===== config.mk =====
export PLATFORM = sky130hd
export DESIGN_NAME = fbag_addr_gen
export DESIGN_NICKNAME = d
export VERILOG_FILES = /design/src/rtl/fbag_pkg.sv /design/src/rtl/fbag_geom_latch.sv /design/src/rtl/fbag_scan_ctr.sv /design/src/rtl/fbag_addr_gen.sv
export SDC_FILE = /design/constraint.sdc
export NUM_CORES = 1
export LEC_CHECK = 0
export BUFFER_PORTS_ARGS = -buffer_cell sky130_fd_sc_hd__buf_2
export CORE_MARGIN = 5
export CORE_UTILIZATION = 55
export CTS_BUF_LIST = sky130_fd_sc_hd__clkbuf_4
export DETAILED_ROUTE_END_ITERATION = 10
export GPL_TIMING_DRIVEN = 0
export MAX_ROUTING_LAYER = met4
export PLACE_DENSITY = 0.7
export SETUP_SLACK_MARGIN = 0.15
export SYNTH_ARGS = -nofsm -noshare
export SYNTH_HDL_FRONTEND = slang
export SYNTH_SLANG_ARGS = --single-unit

===== constraint.sdc =====
create_clock -name clk -period 13.2 [get_ports clk]
set_clock_uncertainty 0.2 [all_clocks]
set_input_delay 3.96 -clock clk [delete_from_list [all_inputs] [get_ports clk]]
set_output_delay 3.96 -clock clk [all_outputs]
set_load 0.05 [all_outputs]

===== src/rtl/fbag_pkg.sv =====
package fbag_pkg;
  localparam int BANK_W    = 9;
  localparam int OFS_W     = 21;
  localparam int PW_W      = 11;
  localparam int ADDR_W    = 1 + BANK_W + OFS_W + 1;
  localparam int WORD_HW   = 2;
  localparam int BURST_LO_W = 4;
  localparam int BURST_HI_W = 8;
  localparam int LEN_W     = $clog2(BURST_HI_W * WORD_HW + 1);
  localparam int N_CTR     = 2;

  typedef struct packed {
    logic [BANK_W-1:0] bank;
    logic [OFS_W-1:0]  base_u;
    logic [OFS_W-1:0]  base_l;
    logic [PW_W-1:0]   pw;
    logic [PW_W-1:0]   skip;
    logic              dual;
    logic              burst8;
  } geom_t;
endpackage


===== src/rtl/fbag_geom_latch.sv =====
module fbag_geom_latch
  import fbag_pkg::*;
(
  input  logic  clk,
  input  logic  rst_n,
  input  logic  disp_en,
  input  geom_t geom_i,
  output geom_t geom_o
);
  geom_t geom_q;
  logic  cap_en;

  assign cap_en = ~disp_en;

  always_ff @(posedge clk or negedge rst_n) begin
    if (!rst_n)      geom_q <= '0;
    else if (cap_en) geom_q <= geom_i;
  end

  assign geom_o = geom_q;


  geom_hold_chk: assert property (@(posedge clk) disable iff (!rst_n)
    disp_en |=> $stable(geom_q));
endmodule


===== src/rtl/fbag_scan_ctr.sv =====
module fbag_scan_ctr
  import fbag_pkg::*;
(
  input  logic             clk,
  input  logic             rst_n,
  input  logic             load,
  input  logic             step,
  input  logic [OFS_W-1:0] base_i,
  input  logic [OFS_W-1:0] end_i,
  input  logic [PW_W-1:0]  pw_i,
  input  logic [PW_W-1:0]  skip_i,
  input  logic [LEN_W-1:0] burst_i,
  output logic [OFS_W-1:0] ptr_o,
  output logic [LEN_W-1:0] len_o,
  output logic             active_o
);
  logic [OFS_W-1:0] ptr_q, ptr_d, end_q, end_d;
  logic [PW_W-1:0]  col_q, col_d, left;
  logic             line_end;

  assign left     = pw_i - col_q;
  assign len_o    = (left < PW_W'(burst_i)) ? LEN_W'(left) : burst_i;
  assign line_end = (col_q + PW_W'(len_o)) == pw_i;
  assign active_o = (ptr_q < end_q) && (pw_i != '0);
  assign ptr_o    = ptr_q;

  always_comb begin
    ptr_d = ptr_q;
    col_d = col_q;
    end_d = end_q;
    if (load) begin
      ptr_d = base_i;
      end_d = end_i;
      col_d = '0;
    end else if (step) begin
      if (line_end) begin
        ptr_d = ptr_q + OFS_W'(len_o) + OFS_W'(skip_i);
        col_d = '0;
      end else begin
        ptr_d = ptr_q + OFS_W'(len_o);
        col_d = col_q + PW_W'(len_o);
      end
    end
  end

  always_ff @(posedge clk or negedge rst_n) begin
    if (!rst_n) begin
      ptr_q <= '0;
      end_q <= '0;
      col_q <= '0;
    end else begin
      ptr_q <= ptr_d;
      end_q <= end_d;
      col_q <= col_d;
    end
  end


  col_range_chk: assert property (@(posedge clk) disable iff (!rst_n)
    active_o |-> (col_q < pw_i));

  step_live_chk: assert property (@(posedge clk) disable iff (!rst_n)
    (step && !load) |-> active_o);
endmodule


===== src/rtl/fbag_addr_gen.sv =====
module fbag_addr_gen
  import fbag_pkg::*;
#(
  parameter int FREE_W = 5
) (
  input  logic              clk,
  input  logic              rst_n,
  input  logic              disp_en,
  input  logic              frame_sync,
  input  logic [BANK_W-1:0] cfg_bank,
  input  logic [OFS_W-1:0]  cfg_base_upper,
  input  logic [OFS_W-1:0]  cfg_base_lower,
  input  logic [PW_W-1:0]   cfg_page_width,
  input  logic [PW_W-1:0]   cfg_line_skip,
  input  logic              cfg_dual,
  input  logic              cfg_burst8,
  input  logic [FREE_W-1:0] fifo_free,
  output logic              mem_req,
  output logic [ADDR_W-1:0] mem_addr,
  output logic [LEN_W-1:0]  mem_len,
  output logic              mem_lower,
  input  logic              mem_ack
);
  geom_t g_in, g;
  logic [LEN_W-1:0] burst_hw;
  logic [FREE_W-1:0] burst_words;
  logic [OFS_W-1:0] base_v [N_CTR];
  logic [OFS_W-1:0] end_v  [N_CTR];
  logic [OFS_W-1:0] ptr_v  [N_CTR];
  logic [LEN_W-1:0] len_v  [N_CTR];
  logic [N_CTR-1:0] act_raw, act, step_v;
  logic load, room, any_act, pick_lower, served;
  logic pend_q, pend_d, sel_q, sel_d, turn_q, turn_d, armed_q, armed_d;

  assign g_in = '{bank: cfg_bank, base_u: cfg_base_upper, base_l: cfg_base_lower,
                  pw: cfg_page_width, skip: cfg_line_skip,
                  dual: cfg_dual, burst8: cfg_burst8};

  fbag_geom_latch u_geom (
    .clk(clk), .rst_n(rst_n), .disp_en(disp_en), .geom_i(g_in), .geom_o(g)
  );

  assign burst_hw    = g.burst8 ? LEN_W'(BURST_HI_W * WORD_HW) : LEN_W'(BURST_LO_W * WORD_HW);
  assign burst_words = g.burst8 ? FREE_W'(BURST_HI_W) : FREE_W'(BURST_LO_W);
  assign load        = frame_sync & disp_en;

  assign base_v[0] = g.base_u;
  assign end_v[0]  = g.base_l;
  assign base_v[1] = g.base_l;
  assign end_v[1]  = g.base_l + (g.base_l - g.base_u);

  for (genvar i = 0; i < N_CTR; i++) begin : g_ctr
    fbag_scan_ctr u_ctr (
      .clk(clk), .rst_n(rst_n), .load(load), .step(step_v[i]),
      .base_i(base_v[i]), .end_i(end_v[i]), .pw_i(g.pw), .skip_i(g.skip),
      .burst_i(burst_hw), .ptr_o(ptr_v[i]), .len_o(len_v[i]), .active_o(act_raw[i])
    );
    assign step_v[i] = served & (sel_q == (i != 0));
  end

  assign act[0]     = act_raw[0] & armed_q;
  assign act[1]     = act_raw[1] & armed_q & g.dual;
  assign any_act    = |act;
  assign pick_lower = act[1] & (turn_q | ~act[0]);
  assign room       = fifo_free >= burst_words;
  assign served     = pend_q & mem_ack;

  always_comb begin
    armed_d = armed_q;
    if (!disp_en)  armed_d = 1'b0;
    else if (load) armed_d = 1'b1;

    sel_d = pend_q ? sel_q : pick_lower;

    turn_d = turn_q;
    if (load)        turn_d = 1'b0;
    else if (served) turn_d = ~sel_q;

    if (!disp_en || frame_sync) pend_d = 1'b0;
    else if (pend_q)            pend_d = ~mem_ack;
    else                        pend_d = any_act & room;
  end

  always_ff @(posedge clk or negedge rst_n) begin
    if (!rst_n) begin
      pend_q  <= 1'b0;
      sel_q   <= 1'b0;
      turn_q  <= 1'b0;
      armed_q <= 1'b0;
    end else begin
      pend_q  <= pend_d;
      sel_q   <= sel_d;
      turn_q  <= turn_d;
      armed_q <= armed_d;
    end
  end

  assign mem_req   = pend_q;
  assign mem_lower = sel_q;
  assign mem_len   = sel_q ? len_v[1] : len_v[0];
  assign mem_addr  = {1'b0, g.bank, (sel_q ? ptr_v[1] : ptr_v[0]), 1'b0};


  req_hold_chk: assert property (@(posedge clk) disable iff (!rst_n)
    (mem_req && !mem_ack && disp_en && !frame_sync) |=>
      (mem_req && $stable(mem_addr) && $stable(mem_len)));

  len_bound_chk: assert property (@(posedge clk) disable iff (!rst_n)
    mem_req |-> (mem_len != '0 && mem_len <= burst_hw));

  disable_drop_chk: assert property (@(posedge clk) disable iff (!rst_n)
    (!disp_en || frame_sync) |=> !mem_req);

  addr_align_chk: assert property (@(posedge clk) disable iff (!rst_n)
    mem_req |-> (!mem_addr[0] && !mem_addr[ADDR_W-1]));
endmodule


# After elaboration in Yosys (flattened, before gate mapping)
# Index checks and enable logic that the tools add are counted.
# op_classes
addsub,10
order_cmp,5
n_eq_ne,3
n_mux,24
bitwise,13
reduce_logical,9
# op_table
cell,count
21-bit 2-to-1 mux,7
11-bit 2-to-1 mux,6
21-bit by 11-bit adder with 21-bit output,2
21-bit by 5-bit adder with 21-bit output,2
21-bit less-than comparator,2
11-bit by 5-bit adder with 11-bit output,2
11-bit equality test,2
11-bit by 5-bit less-than comparator with 1-bit output,2
11-bit subtractor,2
21-bit adder,1
21-bit subtractor,1
5-bit 2-to-1 mux,4
11-bit nonzero test,1
1-bit AND,9
1-bit 2-to-1 mux,6
2-bit nonzero test,3
5-bit by 4-bit greater-or-equal comparator with 1-bit output,1
4-bit 2-to-1 mux,1
1-bit NOT,3
1-bit logical AND,2
"2-bit by 1-bit inequality test with 1-bit output, second input constant",1
2-bit OR reduction,1
1-bit logical NOT,1
1-bit logical OR,1
1-bit OR,1
# word_totals
regBits,185
input_bits,85
output_inout_bits,39
elab_cells,81

# Depth between registers and ports, before layout
# depth
ltp_word,8
ltp_mapped,33
depth_no_buf,31

# Hierarchy
# From an unflattened synthesis, not the netlist that was laid out.
# hier_totals
hier_cells,1673
area_unflattened_um2,15267.1
# by_module_without_submodules
mod,n_inst,cells_each,area_each_um2,seq_area_each_um2
fbag_scan_ctr at g_ctr[0].u_ctr,1,673,5457.7,1326.3
fbag_scan_ctr at g_ctr[1].u_ctr,1,638,5226.3,1326.3
fbag_geom_latch,1,158,2986.6,1876.8
fbag_addr_gen,1,204,1596.5,100.1

# Least setup slack after synthesis
# Ideal clock, no wire load.
# synth_path
path_type,register to output
start,"register u_geom.geom_q, in the netlist u_geom.geom_o[13]"
end,output port mem_len[1]
arrival_ns,3.311
required_time_ns,9.040
path_slack_ns,5.729
stages_incl_launch_ff,14
n_path_buf,0
path_cell_list,dfrtp_1 -> inv_1 -> ha_1 -> fa_1 -> nor2b_1 -> o21ai_0 -> a21boi_0 -> nor2_1 -> ha_1 -> or3_1 -> a211oi_1 -> nand4_1 -> nor2_1 -> mux2_2
# synth_between
elab_chain_cells,4
word_cells_on_any_way,7
classes_between,add/sub: 2; order compare: 2; mux: 3
# synth_lines
item,line_no,text
from (decl),fbag_geom_latch.sv:10,geom_t geom_q;
from (signal assigned),fbag_geom_latch.sv:17,else if (cap_en) geom_q <= geom_i;
11-bit subtractor,fbag_scan_ctr.sv:21,assign left = pw_i - col_q;
11-bit by 5-bit less-than comparator with 1-bit output,fbag_scan_ctr.sv:22,assign len_o = (left < PW_W'(burst_i)) ? LEN_W'(left) : burst_i;
5-bit 2-to-1 mux,fbag_scan_ctr.sv:22,
5-bit 2-to-1 mux *,fbag_addr_gen.sv:100,assign mem_len = sel_q ? len_v[1] : len_v[0];
to (decl),fbag_addr_gen.sv:20,"output logic [LEN_W-1:0] mem_len,"
# Mark *: on every way between the ends. The rest lies on a longest branch, timed or not.

# Final worst setup path
# layout_path
start,"register u_geom.geom_q, in the netlist u_geom.geom_o[13]"
end,output port mem_len[2]
# Same word-level chain as after synthesis.

==> results.yml <==
sta:
  setup_viol: 0
  maxSlewHeadroom_pct: 20.1
  final.period_utilization_pct: 68.9
  grt_setup_unrepaired: "no"
  hold_viol_final: 0
  fin_setup_tns_ps: 0
  worst_slack_ps: 4100
  min_period_ps: 9100
  worst_pin_slew_ps: 1170
  final_max_slew_viol_count: 0
  max_freq_mhz: 110
synthesis:
  yosys_warnings: 0
  synth.avg_cell_area_um2: 9.10
  synthCells: 1593
  synth_edf_count: 0
  syn_area_mm2: 0.0145
  ys_types: 86
  seq_area_frac_synth_pct: 31.9
  synth_ff_type: "dfrtp_1"
  ys_async_sr_fraction_pct: 100
  synth-seq-cells: 185
placed_design:
  buffer_ports.inserted: 120
  place_ws_ps: 4880
  gp_congestion: 0.953
  dp_hpwl_um: 34700
worst_setup_path:
  reg2reg_to: "g_ctr[0].u_ctr.ptr_o[18]$_DFFE_PN0P_"
  cp_max_fo: 5
  end_kind: "primary output"
  crit_required_ps: 9040
  worstSetupPathType: "reg -> out"
  arrival_ps: 4940
  r2r-start: "u_geom.geom_o[13]$_DFFE_PN0N_"
  cp-startpoint: "u_geom.geom_o[13]$_DFFE_PN0N_"
  rrSetupSlack_ps: 4800
  critPathLaunchType: "flop"
  rr_worst_depth: 26
floorplan:
  start_util_pct: 55.8
  dieWidth_um: 172
  fp.dieH_um: 172
  io_pins: 124
  dieArea_mm2: 0.0297
  rows: 59
  design.core.area_mm2: 0.0260
grt:
  busiest_layer: "met2"
  use_met2_pct: 49.3
  use_met1_pct: 41.9
  grt-ovfl-total: 0
  grt_pass1_vias: 12263
  grt_start_max_net_pins: 100
  gr-usage-met3_pct: 3.91
  grtUsageTotal_pct: 31.0
  antenna_found_initial: 1
  grt_pass1_wl_um: 69000
hold_path:
  hold_path_class: "reg -> reg"
  holdPathStages: 1
  whs_endpoint: "g_ctr[0].u_ctr.col_q[10]$_DFFE_PN0P_"
  hp-start: "g_ctr[0].u_ctr.col_q[10]$_DFFE_PN0P_"
run:
  max_cap_violations: 0
finish:
  ff_latch_area_mm2: 0.00463
  fill_cells: 2342
  drive_gt1_share_pct: 17.9
  multi_input_area_mm2: 0.00907
  syn2layout_area_growth_pct: 9.88
  nets: 1959
clock_network:
  cts_tree: "done"
  cts_sinks: 185
  htree_num_levels: 4
  cts-resized-gates: 0
  cts-root-buf: "clkbuf_4"
  cts_buffer_depth: 2
  cts_inserted_buffers: 17
  clk_pin_slew_ps: 180
  cts_hold_buf: 0
  post_cts_buffers: 0
  insertion_delay_ps: 640
route:
  drt_iter0_markers: 1048
  wire_per_inst_um: 21.4
  drc: 0
  vias: 12725
  drt_pass1_iterations: 6
  via_per_inst: 6.11
  drtAntennaViolNets: 0
  drt-total-wl_um: 44600
run_status:
  status: "completed"
pwr:
  ir_drop_v: 0.0000763
  leakagePower_uw: 0.00720
  power_density_mw_per_mm2: 124
[power breakdown]
| group | leakage [µW] | internal [µW] | switching (µW) |
|---|---|---|---|
| sequential | 0.00223 | 639 | 84.6 |
| combinational | 0.00478 | 343 | 520 |
| clock | 0.000186 | 116 | 269 |
| total | 0.00720 | 1100 | 874 |
[placed cells by master, fill, tap and decap left out, drive strengths merged, types with 10 or more instances in the layout]
cell and n:
a211oi 16, o21bai 12, xor2 38, xnor2 61, nor4 10, nand2 146, mux2i 32, ha 131
mux2 103, o21ai 126, and3 13, nand2b 17, a21oi 79, buf 142, a31oi 16, o211ai 11
nand3 43, inv 107, a21o 33, nor2 86, nor2b 15, nor3 35, clkbuf 71, o21a 17
and2 14, nand4 20, or3 16, dfrtp 185
[worst max-delay path, stage by stage, from the launching register on]
cell       delay [ps]
dfrtp_1           520
inv_1             140
ha_1              250
fa_1              380
nor2b_1           150
o21ai_0           120
a21boi_0          280
nor2_1            130
ha_1              200
nor3_1            160
o21ai_0           100
a221oi_1          330
o2111ai_1         300
nor3_1            700
mux2_2            300
buf_2             260
[state kept, by name, summed over array words and instances, names as in the netlist]
name	flops
g_ctr.u_ctr.ptr_o	42
turn_q	1
mem_lower	1
g_ctr.u_ctr.col_q	22
mem_req	1
g_ctr.u_ctr.end_q	42
u_geom.geom_o	75
armed_q	1
[worst max-delay path by stage]
stage / end / slack, ps / depth (start not counted)
final: mem_len[2] / 4100 / 15
after global routing: mem_len[2] / 3830 / 15
after CTS: mem_len[2] / 4170 / 15
after detailed placement: g_ctr[0].u_ctr.ptr_o[18]$_DFFE_PN0P_ / 4880 / 26
after global placement: g_ctr[1].u_ctr.end_q[18]$_DFFE_PN0P_ / 4800 / 1
after floorplan: mem_len[1] / 5730 / 13
[area by class of cell]
type	count	area share (%)
diodes	1	0.0157
inverters	102	2.40
repair buffers	121	4.01
plain buffers	75	2.59
well taps	335	2.63
clock buffers	17	0.802
clock inverters	15	1.51
flip-flops and latches	185	29.1
multi-input cells	1232	57.0
[through the flow]
stage	total power [µW]	hold WS (ps)	utilization, %	area [µm²]	std cells
floorplan	1340	246	-	14500	1594
global placement	1560	263	59.7	15500	2049
detailed placement	1580	271	59.8	15600	2050
CTS	1970	303	61.3	15900	2082
global route	2100	318	61.3	15900	2083
finish	1970	301	61.3	15900	2083
[Yosys cell counts (10+ instances only)]
| cell | instances | share of area, % |
|---|---|---|
| o21bai_1 | 10 | 0.52 |
| xnor2_1 | 60 | 3.6 |
| clkbuf_1 | 49 | 1.3 |
| a31oi_1 | 16 | 0.69 |
| a211oi_1 | 15 | 0.78 |
| mux2_2 | 103 | 8.0 |
| nor2_1 | 86 | 2.2 |
| dfrtp_1 | 185 | 32 |
| ha_1 | 131 | 11 |
| o211ai_1 | 11 | 0.57 |
| mux2i_1 | 32 | 2.2 |
| xor2_1 | 38 | 2.3 |
| nor2b_1 | 15 | 0.65 |
| or3_1 | 16 | 0.69 |
| and3_1 | 12 | 0.52 |
| inv_1 | 102 | 2.6 |
| buf_4 | 12 | 0.62 |
| a21oi_1 | 79 | 2.7 |
| a21o_1 | 33 | 1.7 |
| and2_1 | 13 | 0.56 |
| nand3_1 | 43 | 1.5 |
| o21a_1 | 17 | 0.88 |
| nand2b_1 | 17 | 0.73 |
| nand4_1 | 20 | 0.86 |
| nand2_1 | 146 | 3.8 |
| o21ai_0 | 122 | 4.2 |
| nor3_1 | 35 | 1.2 |
[metal layers]
metal / wire length [µm] / share of wire [%]
met5: 0 / 0
met4: 1330 / 3.0
met3: 3150 / 7.1
met2: 20500 / 46
met1: 19600 / 44
[cell families after synthesis]
| family | after synthesis | share of synthesized area [%] |
|---|---|---|
| other | 1 | 0.0259 |
| flip-flops | 185 | 31.9 |
| XOR/XNOR | 100 | 6.28 |
| buffers and inverters | 177 | 5.48 |
| multiplexers | 135 | 10.2 |
| AND/OR/NAND/NOR | 459 | 15.8 |
| AO/OA/AOI/OAI | 396 | 17.7 |
| adder cells (fa/ha/maj) | 140 | 12.6 |
Note: power is estimated with default switching activity, not from simulation.
